--- src/rtl/rf_pkg.sv ---
package rf_pkg;
  localparam int RF_DATA_W = 32;
  localparam int RF_ADDR_W = 5;

  function automatic int rf_store_count(input int addr_w);
    return (1 << addr_w) - 1;
  endfunction
endpackage

--- src/rtl/rf_wr_decode.sv ---
module rf_wr_decode #(
  parameter int ADDR_W = rf_pkg::RF_ADDR_W
) (
  input  logic                  wr_en,
  input  logic [ADDR_W-1:0]     wr_addr,
  output logic [rf_pkg::rf_store_count(ADDR_W)-1:0] row_en
);
  localparam int NUM_STORE = rf_pkg::rf_store_count(ADDR_W);

  // Rows exist only for 0 .. NUM_STORE-1; the all-ones number matches none.
  for (genvar i = 0; i < NUM_STORE; i++) begin : g_row
    assign row_en[i] = wr_en && (wr_addr == ADDR_W'(i));
  end
endmodule

--- src/rtl/rf_store.sv ---
module rf_store #(
  parameter int DATA_W = rf_pkg::RF_DATA_W,
  parameter int ADDR_W = rf_pkg::RF_ADDR_W
) (
  input  logic clk,
  input  logic rst,
  input  logic [rf_pkg::rf_store_count(ADDR_W)-1:0] row_en,
  input  logic [DATA_W-1:0] wr_data,
  output logic [rf_pkg::rf_store_count(ADDR_W)-1:0][DATA_W-1:0] rows
);
  localparam int NUM_STORE = rf_pkg::rf_store_count(ADDR_W);

  for (genvar i = 0; i < NUM_STORE; i++) begin : g_row
    always_ff @(posedge clk) begin
      if (rst)            rows[i] <= '0;
      else if (row_en[i]) rows[i] <= wr_data;
    end

    // an enabled row holds the written data after the edge
    a_r2_row_load: assert property (@(posedge clk) disable iff (rst)
      row_en[i] |=> rows[i] == $past(wr_data));

    // a row without enable keeps its value
    a_r3_row_hold: assert property (@(posedge clk) disable iff (rst)
      !row_en[i] |=> $stable(rows[i]));
  end

  // at most one row is written per edge
  a_r5_single_row: assert property (@(posedge clk) disable iff (rst)
    $onehot0(row_en));

  // reset clears every row regardless of enables
  a_r1_reset_clears: assert property (@(posedge clk)
    rst |=> rows == '0);
endmodule

--- src/rtl/rf_read_port.sv ---
module rf_read_port #(
  parameter int DATA_W = rf_pkg::RF_DATA_W,
  parameter int ADDR_W = rf_pkg::RF_ADDR_W
) (
  input  logic [ADDR_W-1:0] rd_addr,
  input  logic [rf_pkg::rf_store_count(ADDR_W)-1:0][DATA_W-1:0] rows,
  output logic [DATA_W-1:0] rd_data
);
  localparam logic [ADDR_W-1:0] ZERO_IDX = '1;

  always_comb begin
    rd_data = '0;
    if (rd_addr != ZERO_IDX) rd_data = rows[rd_addr];
  end
endmodule

--- src/rtl/regfile_2r1w.sv ---
module regfile_2r1w #(
  parameter int DATA_W = rf_pkg::RF_DATA_W,
  parameter int ADDR_W = rf_pkg::RF_ADDR_W
) (
  input  logic              clk,
  input  logic              rst,
  input  logic [ADDR_W-1:0] rd_addr_a,
  output logic [DATA_W-1:0] rd_data_a,
  input  logic [ADDR_W-1:0] rd_addr_b,
  output logic [DATA_W-1:0] rd_data_b,
  input  logic              wr_en,
  input  logic [ADDR_W-1:0] wr_addr,
  input  logic [DATA_W-1:0] wr_data
);
  localparam int NUM_STORE = rf_pkg::rf_store_count(ADDR_W);
  localparam int NUM_RD    = 2;
  localparam logic [ADDR_W-1:0] ZERO_IDX = '1;

  logic [NUM_STORE-1:0]             row_en;
  logic [NUM_STORE-1:0][DATA_W-1:0] rows;
  logic [ADDR_W-1:0]                rd_addr_v [NUM_RD];
  logic [DATA_W-1:0]                rd_data_v [NUM_RD];

  rf_wr_decode #(.ADDR_W(ADDR_W)) u_dec (
    .wr_en   (wr_en),
    .wr_addr (wr_addr),
    .row_en  (row_en)
  );

  rf_store #(.DATA_W(DATA_W), .ADDR_W(ADDR_W)) u_store (
    .clk     (clk),
    .rst     (rst),
    .row_en  (row_en),
    .wr_data (wr_data),
    .rows    (rows)
  );

  assign rd_addr_v[0] = rd_addr_a;
  assign rd_addr_v[1] = rd_addr_b;

  for (genvar p = 0; p < NUM_RD; p++) begin : g_rd
    rf_read_port #(.DATA_W(DATA_W), .ADDR_W(ADDR_W)) u_port (
      .rd_addr (rd_addr_v[p]),
      .rows    (rows),
      .rd_data (rd_data_v[p])
    );
  end

  assign rd_data_a = rd_data_v[0];
  assign rd_data_b = rd_data_v[1];

  // the zero register reads zero on both ports
  a_r4_zero_a: assert property (@(posedge clk) disable iff (rst)
    rd_addr_a == ZERO_IDX |-> rd_data_a == '0);
  a_r4_zero_b: assert property (@(posedge clk) disable iff (rst)
    rd_addr_b == ZERO_IDX |-> rd_data_b == '0);

  // a write to the zero register leaves all storage unchanged
  a_r5_zero_write_quiet: assert property (@(posedge clk) disable iff (rst)
    (wr_en && wr_addr == ZERO_IDX) |=> $stable(rows));

  // port A shows the new value one cycle after a same-address write
  a_r6_new_after_edge: assert property (@(posedge clk) disable iff (rst)
    (wr_en && wr_addr != ZERO_IDX && rd_addr_a == wr_addr) ##1
    (rd_addr_a == $past(wr_addr)) |-> rd_data_a == $past(wr_data));
endmodule

--- config.mk ---
export PLATFORM = sky130hd
export DESIGN_NAME = regfile_2r1w
export DESIGN_NICKNAME = d
export VERILOG_FILES = /design/src/rtl/rf_pkg.sv /design/src/rtl/rf_wr_decode.sv /design/src/rtl/rf_store.sv /design/src/rtl/rf_read_port.sv /design/src/rtl/regfile_2r1w.sv
export SDC_FILE = /design/constraint.sdc
export NUM_CORES = 2
export LEC_CHECK = 0
export ABC_CLOCK_PERIOD_IN_PS = 2740
export BUFFER_PORTS_ARGS = -buffer_cell sky130_fd_sc_hd__buf_2
export CAP_MARGIN = 0
export CORE_ASPECT_RATIO = 1.2
export CORE_MARGIN = 3
export CORE_UTILIZATION = 51
export CTS_CLUSTER_SIZE = 10
export DETAILED_ROUTE_END_ITERATION = 10
export HOLD_SLACK_MARGIN = 0.05
export PLACE_DENSITY_LB_ADDON = 0.25
export SYNTH_ARGS = -nofsm -noshare
export SYNTH_HDL_FRONTEND = slang
export SYNTH_SLANG_ARGS = --single-unit
export TNS_END_PERCENT = 20
--- constraint.sdc ---
create_clock -name clk -period 2.74 [get_ports clk]
set_input_delay 0.548 -clock clk [delete_from_list [all_inputs] [get_ports clk]]
set_output_delay 0.548 -clock clk [all_outputs]
set_load 0.03 [all_outputs]
; Yosys cells after proc, flatten, opt, wreduce, memory -nomap -nowiden
; Cells that the tools add are included.
[word_totals]
out_inout_bits = 64
ff_bits = 992
[op_classes]
eq_ne = 32
n_reduce_logical = 32
order_cmp = 2
muxes = 6
[ops]
columns = operator, n
row1 = binary-select mux 32 bit (select 5 bit), 2
row2 = 2-to-1 mux 32 bit, 4
row3 = "== test 5 bit, second input constant", 15
row4 = "== test 5 x 4 -> 1 bit, second input constant", 8
row5 = logical AND 1 bit, 31
row6 = "== test 5 x 3 -> 1 bit, second input constant", 4
row7 = "< comparator 5 x 6 -> 1 bit, second input constant", 2
row8 = "== test 5 x 2 -> 1 bit, second input constant", 2
row9 = "!= test 5 bit, second input constant", 2
row10 = "== test 5 x 1 -> 1 bit, second input constant", 1
row11 = logical NOT 5 bit, 1

; Depth between registers and ports, before layout
[logic_depth]
depth_word = 3
mapped_depth = 9

; Cells and area by module
; A second synthesis with hierarchy kept.
[hier_totals]
hier_cells = 4726
hier_area_um2 = 53142.2
[by_module_without_submodules]
columns = mod, cells_each, instances, seq_area_each_um2, area_each_um2
row1 = rf_store, 3306, 1, 19859.0, 36328.6
row2 = rf_read_port, 687, 2, 0.0, 8291.7
row3 = rf_wr_decode, 46, 1, 0.0, 230.2

; Worst setup path after synthesis
; No wires, ideal clock.
[synth_timing]
path_kind = input-to-output
start = input rd_addr_b[0]
end = output rd_data_b[11]
t_required_ns = 2.192
cell_stages = 7
path_slack_ns = -0.167
arrival_time_ns = 2.359
path_buffers = 5
path_cell_list = buf_4 -> buf_6 -> buf_4 -> buf_4 -> buf_4 -> mux2i_1 -> a311oi_1
[synth_via]
elab_chain_len = 3
word_cells_on_any_way = 4
classes_between = eq/ne (1) / mux (3)
[synth_lines]
columns = element, line
row1 = "start, declared", regfile_2r1w.sv:9  ; input logic [ADDR_W-1:0] rd_addr_b,
row2 = binary-select mux 32 bit (select 5 bit), rf_read_port.sv:13  ; if (rd_addr != ZERO_IDX) rd_data = rows[rd_addr];
row3 = 2-to-1 mux 32 bit (implied by the code), rf_read_port.sv:13
row4 = 2-to-1 mux 32 bit *, rf_read_port.sv:13
row5 = "end, declared", regfile_2r1w.sv:10  ; output logic [DATA_W-1:0] rd_data_b,
; Mark *: on every way between the ends. The rest lies on a longest branch, timed or not. The select of a mux whose other input is x is not followed.

; Worst setup path after layout
[layout_timing]
start = register u_store.rows[403] (netlist bit)
end = output rd_data_b[19]
[layout_via]
elab_chain_len = 3
[layout_lines]
columns = element, line
row1 = "start, declared", rf_store.sv:9  ; output logic [rf_pkg::rf_store_count(ADDR_W)-1:0][DATA_W-1:0] rows
row2 = "start signal, assigned by index", rf_store.sv:16  ; else if (row_en[i]) rows[i] <= wr_data;
row3 = binary-select mux 32 bit (select 5 bit), rf_read_port.sv:13
row4 = 2-to-1 mux 32 bit (implied by the code), rf_read_port.sv:13
row5 = 2-to-1 mux 32 bit, rf_read_port.sv:13
; No other way between the ends. The select of a mux whose other input is x is not followed.

==> results.json <==
{
  "outcome": "finished, violations left",
  "violations": "setup timing",
  "post_drt_wl_per_cell_um": 30.6,
  "max_cap_viol_count": 0,
  "antenna_found_initial": 11,
  "nets": 6126,
  "ys.warnings.count": 0,
  "max_freq_mhz": 327,
  "p_comb_share_pct": 11.9,
  "clk_pin_slew_ps": 60,
  "finalMaxSlewViolations": 0,
  "p_int_w": 0.0235,
  "cts_made_buffers": 112,
  "yosysTopAreaCellShare_pct": 39.2,
  "first_global_vias": 47400,
  "drive_gt1_share_pct": 23.4,
  "tightestPinTransition_ps": 804,
  "hold_viol": 0,
  "cp.required_ps": 2190,
  "power_density_mw_per_mm2": 525,
  "fillers": 8090,
  "startpoint_type": "flop",
  "insertion_delay_ps": 720,
  "critPathMaxFanout": 3,
  "area_growth_pct": 20.8,
  "cts.htree.levels": 3,
  "drt_iter0_drc": 7754,
  "switching_share_pct": 27.0,
  "overflow": 0,
  "grt_max_degree": 111,
  "dp.cells": 7195,
  "chipWidth_um": 294,
  "firstDrtPassIters": 9,
  "synthesis.nets": 5969,
  "maxSlewHeadroom_pct": 46.4,
  "crit_type": "reg -> out",
  "period_share_pct": 112,
  "arrival_ps": 2510,
  "top_regs": "u_store.rows x992",
  "drc": 0,
  "cts_sinks": 992,
  "dp_hpwl_um": 140000,
  "setup_viol_count_final": 64,
  "globalplace.congestion": 0.975,
  "initial_core_util_pct": 51.5,
  "finClkSkew_ps": 0,
  "final_area_mm2": 0.0612,
  "vias": 50300,
  "seq_power_share_pct": 45.5,
  "synth.cell_area_mm2": 0.0507,
  "yosysSeqAreaShare_pct": 39.2,
  "core_mm2": 0.0985,
  "port_buffers": 113,
  "instances_no_fill": 7405,
  "cp-startpoint": "u_store.rows[403]",
  "largest_reg_flops": 992,
  "die_h_um": 351,
  "cts_tree": "built",
  "synth.area.top_cells": "dfxtp_1 (39%), mux4_2 (16%), nand2_1 (15%)",
  "r2r-start": "u_store.rows[427]",
  "cts-root-buf": "clkbuf_16",
  "hp-class": "in -> reg",
  "routed_via_density": 6.79,
  "ant_nets": 0,
  "rsz0062_at_grt": "true",
  "placedInstanceArea_mm2": 0.0559,
  "rows": 126,
  "postCtsHoldBufs": 0,
  "synth_area_per_cell_um2": 8.57,
  "end_kind": "primary output",
  "hold_path.startpoint": "rst",
  "synth_area_leader_cell": "dfxtp_1",
  "power.switching_w": 0.00868,
  "ios": 114,
  "peakVddDrop_mv": 0.610,
  "grt_first_pass_wirelength_um": 319000,
  "fin_util_pct": 62.2,
  "die-area_mm2": 0.103,
  "synth_cell_types": 43,
  "top_register": "u_store.rows",
  "ys_ff_latch": 992,
  "grt_usage_pct": 42.0,
  "cts_buffer_depth": 3,
  "netlist_instances": 5919,
  "setup_slack_ps": -319,
  "wl_um": 226000,
  "clkPwrFrac_pct": 42.6,
  "p_leak_nw": 21.2,
  "fin_crit_ps": 3060
}
cells by family (layout without fill, tap and decap cells):
kind of cell	count (synthesis)	in the layout	share of synthesized area [%]
flip-flops	992	992	39.2
AND/OR/NAND/NOR	2247	2247	17.2
other	0	20	0
multiplexers	732	732	23.4
AO/OA/AOI/OAI	1324	1324	14.7
buffers and inverters	624	810	5.43
timing repair:
action / 4_1_cts / 5_1_grt
setup buffers: 11 / 27
pin swaps: 39 / 27
endpoints found under the setup margin: 64 / 64
gates cloned: 4 / 10
resized for setup: 262 / 132
placed cells by master (no fill, tap or decap), types with 28 or more instances in the layout:
cell       count
a21oi_1     1040
a22oi_1       67
a2bb2oi_1     28
buf_12       129
buf_2         56
buf_4        358
buf_6         71
clkbuf_16    123
dfxtp_1      910
dfxtp_2       82
mux2i_1      317
mux4_2       361
nand2_1     2013
nand3_1       39
nor2_1        52
critical path: stages (launching register included):
cell	delay, ps
dfxtp_2	330
mux4_2	460
a22o_1	260
nor3_4	230
buf_6	140
a31oi_4	40
buf_6	160
buf_6	140
power groups by stage:
stage | clock, W | sequential, W | combinational, W
floorplan | 0 | 0.0149 | 0.00184
global placement | 0 | 0.0149 | 0.00332
detailed placement | 0 | 0.0149 | 0.00334
CTS | 0.0136 | 0.0146 | 0.00354
global route | 0.0142 | 0.0146 | 0.00388
finish | 0.0137 | 0.0146 | 0.00384
routing by layer:
metal  track usage (%)  part of all wire [%]
met3              14.5                    16
met2              60.7                    41
met5                 0                 0.013
met4              32.7                   9.6
met1              51.4                    33
final timing paths:
kind | to | slack (ps) | cells past startpoint
setup / recovery | rd_data_b[19] | -320 | 7
setup reg to reg | u_store.rows[427] | 2010 | 2
hold / removal | u_store.rows[566] | 210 | 2
hold reg to reg | u_store.rows[500] | 460 | 2
synthesized netlist by cell type:
library cell  instances
nand2_1            2048
a21oi_1            1040
dfxtp_1             992
clkbuf_1            427
mux4_2              361
mux2i_1             338
buf_2               108
nor2_1               76
a22oi_1              68
nand3_1              46
buf_4                35
mux2_2               33
o22ai_1              32
a2bb2oi_1            29
o211ai_1             26
a22o_1               24
o2111ai_1            20
o2bb2ai_1            20
buf_6                19
a211o_1              18
a31oi_1              18
buf_1                18
nor3_1               17
inv_1                16
o221ai_1             16
nor2b_1              14
a221o_1              11
nand2b_1              9
and2_1                7
and4b_1               5
or2_2                 5
and4bb_2              3
nand4b_1              3
a311oi_1              2
and3_1                2
nand3b_1              2
nand4_1               2
nand4bb_1             2
nor3_2                2
or3_1                 2
clkbuf_2              1
nor4b_2               1
or4b_1                1
through the flow:
stage	hold slack [ps]	setup TNS, ps	worst slack (ps)	power, W
3_3_place_gp	448	-23140	-786	0.0182
2_1_floorplan	443	-358	-21.8	0.0167
3_5_place_dp	458	-23310	-773	0.0183
4_1_cts	182	-12390	-293	0.0318
5_1_grt	207	-13510	-350	0.0327
6_report	211	-12460	-319	0.0321
cell type report:
class                      instances  area (µm²)  share of cell area (%)
inverter                          16        60.1                  0.0981
sequential                       992       20000                    32.6
multi-input combinational       4303       29200                    47.7
timing repair buffer             651        7250                    11.8
antenna                           20        50.0                  0.0817
clock buffer                     133        2900                    4.74
tap                             1280        1600                    2.62
clock inverter                    10         178                   0.290
(Power assumes the default switching activity.)
